**config.mk**
```make
export PLATFORM = sky130hd
export DESIGN_NAME = shutdown_sequencer
export DESIGN_NICKNAME = d
export VERILOG_FILES = /design/src/rtl/fss_pkg.sv /design/src/rtl/fss_supply_monitor.sv /design/src/rtl/fss_seq_core.sv /design/src/rtl/fss_out_gate.sv /design/src/rtl/shutdown_sequencer.sv
export SDC_FILE = /design/constraint.sdc
export NUM_CORES = 1
export LEC_CHECK = 0
export ABC_AREA = 1
export BUFFER_PORTS_ARGS = -buffer_cell sky130_fd_sc_hd__buf_2
export CAP_MARGIN = 20
export CORE_AREA = 4 4 41 43
export CTS_CLUSTER_DIAMETER = 40
export DETAILED_ROUTE_END_ITERATION = 7
export DIE_AREA = 0 0 45 47
export HOLD_SLACK_MARGIN = 0.03
export PLACE_DENSITY = 0.47
export SETUP_SLACK_MARGIN = 0.15
export SKIP_CTS_REPAIR_TIMING = 1
export SLEW_MARGIN = 30
export SYNTH_ARGS = -nofsm -noshare
export SYNTH_HDL_FRONTEND = slang
export SYNTH_SLANG_ARGS = --single-unit
```
**constraint.sdc**
```tcl
create_clock -name clk -period 1.8 [get_ports clk]
set_input_delay 0.18 -clock clk [delete_from_list [all_inputs] [get_ports clk]]
set_output_delay 0.18 -clock clk [all_outputs]
set_load 0.005 [all_outputs]
```
**src/rtl/fss_pkg.sv**
```systemverilog
package fss_pkg;
  typedef enum logic [1:0] {
    ST_UVLO    = 2'd0,
    ST_RUN     = 2'd1,
    ST_PULL    = 2'd2,
    ST_RELEASE = 2'd3
  } fss_state_t;
endpackage

```
**src/rtl/fss_supply_monitor.sv**
```systemverilog
module fss_supply_monitor #(
  parameter int SUP_W   = 8,
  parameter int ON_CODE = 200,
  parameter int OFF_CODE = 180
) (
  input  logic             clk,
  input  logic             rst_n,
  input  logic [SUP_W-1:0] supply_code,
  output logic             supply_ok
);
  localparam logic [SUP_W-1:0] OnC  = SUP_W'(ON_CODE);
  localparam logic [SUP_W-1:0] OffC = SUP_W'(OFF_CODE);

  initial begin
    assert (ON_CODE > OFF_CODE) else $error("turn-on code must exceed turn-off code");
  end

  logic ok_q, ok_d;

  always_comb begin
    ok_d = ok_q;
    if (!ok_q && (supply_code >= OnC)) ok_d = 1'b1;
    else if (ok_q && (supply_code < OffC)) ok_d = 1'b0;
  end

  always_ff @(posedge clk or negedge rst_n) begin
    if (!rst_n) ok_q <= 1'b0;
    else        ok_q <= ok_d;
  end

  assign supply_ok = ok_q;

  // hysteresis holds the decision inside the band
  p_hold_on_r8: assert property (@(posedge clk) disable iff (!rst_n)
    (ok_q && supply_code >= OffC) |=> ok_q);
  p_hold_off_r8: assert property (@(posedge clk) disable iff (!rst_n)
    (!ok_q && supply_code < OnC) |=> !ok_q);
endmodule

```
**src/rtl/fss_seq_core.sv**
```systemverilog
module fss_seq_core
  import fss_pkg::*;
(
  input  logic       clk,
  input  logic       rst_n,
  input  logic       supply_ok,
  input  logic       fault_trip,
  input  logic       line_low_flag,
  input  logic       line_high_flag,
  output fss_state_t state,
  output logic       fault_live
);
  fss_state_t st_q, st_d;

  assign fault_live = fault_trip & supply_ok;

  always_comb begin
    st_d = st_q;
    if (!supply_ok) begin
      st_d = ST_UVLO;
    end else begin
      unique case (st_q)
        ST_UVLO: begin
          if (fault_trip)          st_d = ST_PULL;
          else if (line_high_flag) st_d = ST_RUN;
        end
        ST_RUN: begin
          if (fault_trip)           st_d = ST_PULL;
          else if (!line_high_flag) st_d = ST_RELEASE;
        end
        ST_PULL: begin
          if (fault_trip)         st_d = ST_PULL;
          else if (line_low_flag) st_d = ST_RELEASE;
        end
        ST_RELEASE: begin
          if (fault_trip)          st_d = ST_PULL;
          else if (line_high_flag) st_d = ST_RUN;
        end
        default: st_d = ST_UVLO;
      endcase
    end
  end

  always_ff @(posedge clk or negedge rst_n) begin
    if (!rst_n) st_q <= ST_UVLO;
    else        st_q <= st_d;
  end

  assign state = st_q;

  // a live fault always leads to the pull state
  p_fault_pulls_r7: assert property (@(posedge clk) disable iff (!rst_n)
    fault_live |=> (st_q == ST_PULL));
  // a bad supply leads to the lockout state, never to pull
  p_uvlo_quiet_r9: assert property (@(posedge clk) disable iff (!rst_n)
    !supply_ok |=> (st_q == ST_UVLO));
  // release of the pull-down once the low threshold is seen
  p_release_low_r4: assert property (@(posedge clk) disable iff (!rst_n)
    (st_q == ST_PULL && line_low_flag && !fault_trip && supply_ok) |=> (st_q == ST_RELEASE));
endmodule

```
**src/rtl/fss_out_gate.sv**
```systemverilog
module fss_out_gate
  import fss_pkg::*;
(
  input  fss_state_t state,
  input  logic       supply_ok,
  input  logic       fault_live,
  input  logic       line_high_flag,
  output logic       od_pull_en,
  output logic       gate_en
);
  always_comb begin
    od_pull_en = (state == ST_PULL);
    gate_en    = (state == ST_RUN) && supply_ok && line_high_flag && !fault_live;
  end
endmodule

```
**src/rtl/shutdown_sequencer.sv**
```systemverilog
module shutdown_sequencer
  import fss_pkg::*;
#(
  parameter int SUP_W    = 8,
  parameter int ON_CODE  = 200,
  parameter int OFF_CODE = 180
) (
  input  logic             clk,
  input  logic             rst_n,
  input  logic             fault_trip,
  input  logic             line_low_flag,
  input  logic             line_high_flag,
  input  logic [SUP_W-1:0] supply_code,
  output logic             od_pull_en,
  output logic             gate_en
);
  logic [1:0] rst_pipe;
  logic       rst_n_i;

  always_ff @(posedge clk or negedge rst_n) begin
    if (!rst_n) rst_pipe <= 2'b00;
    else        rst_pipe <= {rst_pipe[0], 1'b1};
  end
  assign rst_n_i = rst_pipe[1];

  logic       supply_ok;
  logic       fault_live;
  fss_state_t state;

  fss_supply_monitor #(
    .SUP_W(SUP_W), .ON_CODE(ON_CODE), .OFF_CODE(OFF_CODE)
  ) u_mon (
    .clk(clk), .rst_n(rst_n_i), .supply_code(supply_code), .supply_ok(supply_ok)
  );

  fss_seq_core u_core (
    .clk(clk), .rst_n(rst_n_i), .supply_ok(supply_ok), .fault_trip(fault_trip),
    .line_low_flag(line_low_flag), .line_high_flag(line_high_flag),
    .state(state), .fault_live(fault_live)
  );

  fss_out_gate u_gate (
    .state(state), .supply_ok(supply_ok), .fault_live(fault_live),
    .line_high_flag(line_high_flag), .od_pull_en(od_pull_en), .gate_en(gate_en)
  );

  // drivers never enabled while the line is being pulled down
  p_pull_excl_r3: assert property (@(posedge clk) disable iff (!rst_n_i)
    od_pull_en |-> !gate_en);
  // re-enable only with the line above the upper threshold
  p_reenable_r5: assert property (@(posedge clk) disable iff (!rst_n_i)
    gate_en |-> line_high_flag);
  // a live fault blocks the drivers in the same cycle
  p_fault_block_r2: assert property (@(posedge clk) disable iff (!rst_n_i)
    (fault_trip && supply_ok) |-> !gate_en);
endmodule

```
==> results by stage <==
Status:
- The run finished with clean final reports.

Critical path:
- Data arrives at the worst endpoint at 1.10 ns.
- STA classifies the critical path startpoint as a register.
- The setup path with the least slack is of type register to primary output.
- The endpoint of the lowest-slack register-to-register path is u_core.state[1].
- Grouping stages by cell kind, the critical path spends the most delay in flip-flops.
- The launch point of the critical path is u_core.state[1].
- The worst setup path is captured at a primary output.
- For this run, the slowest stage of the critical path takes 0.39 ns.
- The number of cells on the worst reg-to-reg path is 6.
- Setup slack on the worst reg-to-reg path comes out at 0.65 ns.
- Walking the worst path, the cells encountered are inv_1 > ha_1 > nand2_1 > nor2_1 > buf_2.
- The cell with the largest stage delay on the worst path is sky130_fd_sc_hd__dfrtp_1.
- Along the worst path, the maximum fanout reaches 3.
- The required time reported for the critical path endpoint is about 1.6 ns.
- In this run the critical register-to-register path is launched from u_core.state[0].
- Together, buffers and inverters on the worst path number 2.

STA:
- The clock period could shrink to 1.28 ns.
- Summed over all failing endpoints, the final setup total negative slack is 0 ns.
- The final hold violation count came to 0.
- Timing would allow up to roughly 780 MHz.
- The post-route clock skew is 0.00152 ns.
- Setup repair after global routing left no endpoint under its margin.
- The setup-violating endpoint count in the final report is 0.
- The max-slew violation count is 0.
- The final critical-path share of the clock period is 70.9%.

Place:
- At the end of routability-driven placement, the weighted congestion stood at around 0.67.
- The post-DP HPWL is 430 microns.
- During placement, the flow inserted port buffers numbering 12.
- The number of cells after detailed placement is 62.

Logic synthesis:
- The synthesized instance count is 35.
- The number of synthesized register bits is 5.
- The synthesized netlist contains 11 unique library cells.
- The post-synthesis instance area is 268 sq um.
- Synthesis produced a netlist with a net count of 50.
- The post-synthesis sequential area ratio is 46.7%.
- Dividing the synthesized area by the synthesized cell count gives 7.65 sq um.
- For this run, the number of Yosys warnings is 0.

Layout:
- Leaving out fill and tap cells, the most frequent cells in the layout are sky130_fd_sc_hd__buf_2 (12), sky130_fd_sc_hd__nand2_1 (8), sky130_fd_sc_hd__inv_1 (7).
- Cells with a size suffix above 1 make up roughly 30% of the layout.
- The number of fill cells is about 160.
- The most frequent standard cell in the layout excluding fill and tap cells is sky130_fd_sc_hd__buf_2.
- The finished layout holds 67 standard cells, fillers aside.
- For this run, the post-layout net count is 68.
- From synthesis to final layout, the design area changed by 43.0%.
- 0 antenna diodes ended up in the layout.

Die:
- The region available for standard cell placement spans between 1000 and 1500 sq um.
- The initial utilization of the core area, before any placement, comes to 20.6%.
- The area of the die is 2120 sq um.
- During I/O placement, the number of pins put on the boundary was 15.
- The die is 45 microns wide.
- The floorplan step set the die height to ~47 microns.
- The placement row count is 13.

Pwr:
- The worst-case IR drop observed on VDD is around 340 uV.
- The power density normalized to cell area is 750 nW/um^2.
- Summed over all cells, the static leakage comes to 0.208 nW.

Global route:
- For this run the aggregate overflow at the end of global routing stands at 0.
- The pin count of the biggest net entering global routing is 5.
- The initial antenna violation count is 0.
- The total global-route track usage is slightly above 6%.
- The number of global-route vias before repair is approximately 250.
- The first global-routing pass estimated 828 microns of wire.

Clocking:
- TritonCTS built the clock tree.
- For the worst-skew pair, the clock arrives at the later sink with an insertion delay of 0.24 ns.
- The number of clock buffers added by TritonCTS is 3.
- The total number of clock tree sinks is 5.
- Clock-pin slew was measured on the worst setup and hold paths at 0.04 ns.
- CTS built an H-tree with a depth of 1.
- The clock passes through at most 2 buffers.
- CTS placed an instance of sky130_fd_sc_hd__clkbuf_4 at the clock tree root.

Route:
- The routed via count is 254.
- After detailed routing, the average wire length per cell comes to 7.16 microns.
- The first TritonRoute pass finished after 2 iterations.
- After detailed routing, the number of vias per cell comes to about 3.8.
- The final layout contains routed wiring with a total length of 480 microns.
- The detail route stage leaves a number of antenna-violating nets equal to 0.
- In the routed design, unresolved DRC markers number 0.
- For this block, the initial DRC count from the detailed router was 2.

Run:
- The number of max-cap violations is 0.

Worst hold path:
- The path class of the tightest hold or removal check is register to async pin.
[logic make-up (layout without fill, tap and decap cells)]
kind of cell | after synthesis | count (layout) | share of synthesized area (%)
fa+ha+maj | 2 | 2 | 9.34
other cells | 1 | 1 | 1.40
flops | 5 | 5 | 46.7
buf+inv | 7 | 24 | 9.81
simple gates | 16 | 16 | 25.2
compound gates | 4 | 4 | 7.47
[flip-flops by register name (all words and copies together) (netlist names)]
signal / count
u_core.state: 2
rst_pipe: 2
u_mon.supply_ok: 1
[synth_stat cells]
cell type / count / area [sq um]
sky130_fd_sc_hd__a21oi_1: 3 / 15.0
sky130_fd_sc_hd__conb_1: 1 / 3.75
sky130_fd_sc_hd__dfrtp_1: 5 / 125
sky130_fd_sc_hd__ha_1: 2 / 25.0
sky130_fd_sc_hd__inv_1: 7 / 26.3
sky130_fd_sc_hd__nand2_1: 8 / 30.0
sky130_fd_sc_hd__nand3_1: 2 / 10.0
sky130_fd_sc_hd__nor2_1: 4 / 15.0
sky130_fd_sc_hd__nor2_2: 1 / 6.26
sky130_fd_sc_hd__o21ai_0: 1 / 5.00
sky130_fd_sc_hd__or2_0: 1 / 6.26
[worst reg2reg max path: stages (launching register included)]
cell and delay, ns:
sky130_fd_sc_hd__dfrtp_1 0.34, sky130_fd_sc_hd__inv_1 0.06, sky130_fd_sc_hd__ha_1 0.31, sky130_fd_sc_hd__nand2_1 0.07, sky130_fd_sc_hd__nand3_1 0.11, sky130_fd_sc_hd__nand3_1 0.10, sky130_fd_sc_hd__nand2_1 0.05
[per-stage QoR]
step / total power (W) / utilization [%] / setup WS [ns] / area (sq um) / hold slack [ns]
4_1_cts: 0.000295 / 28.7 / 0.489 / 373 / -0.294
2_1_floorplan: 0.000142 / - / 0.739 / 268 / -0.116
3_3_place_gp: 0.000160 / 26.6 / 0.648 / 347 / -0.0328
6_report: 0.000287 / 29.4 / 0.523 / 383 / 0.0346
5_1_grt: 0.000314 / 29.4 / 0.434 / 383 / 0.0486
3_5_place_dp: 0.000160 / 26.6 / 0.639 / 347 / -0.0327
[worst max-delay path by stage]
stage / end / slack (ns) / cells after the start
global route: gate_en / 0.43 / 5
floorplan: u_core.state[1] / 0.74 / 6
detailed placement: u_core.state[1] / 0.64 / 6
CTS: gate_en / 0.49 / 5
global placement: u_core.state[1] / 0.65 / 6
finish: gate_en / 0.52 / 5
[area by class of cell]
cell class	instances	area, sq um	share of cell area [%]
Multi-Input combinational cell	23	116	30.4
Inverter	7	26.3	6.86
Sequential cell	5	125	32.7
Tap cell	15	18.8	4.90
Timing Repair Buffer	13	70.1	18.3
Clock buffer	4	26.3	6.86
[metal layers]
metal | GRT usage (%) | share of wire (%)
met1 | 5.57 | 41
met2 | 8.76 | 42
met3 | 5.75 | 18
met4 | 3.51 | 0
met5 | 0 | 0
[report_power, final]
group	switching [W]	internal, W
Sequential	0.00000331	0.000119
Clock	0.0000443	0.0000837
Combinational	0.0000184	0.0000186
Note: power is estimated with default switching activity, not from simulation.
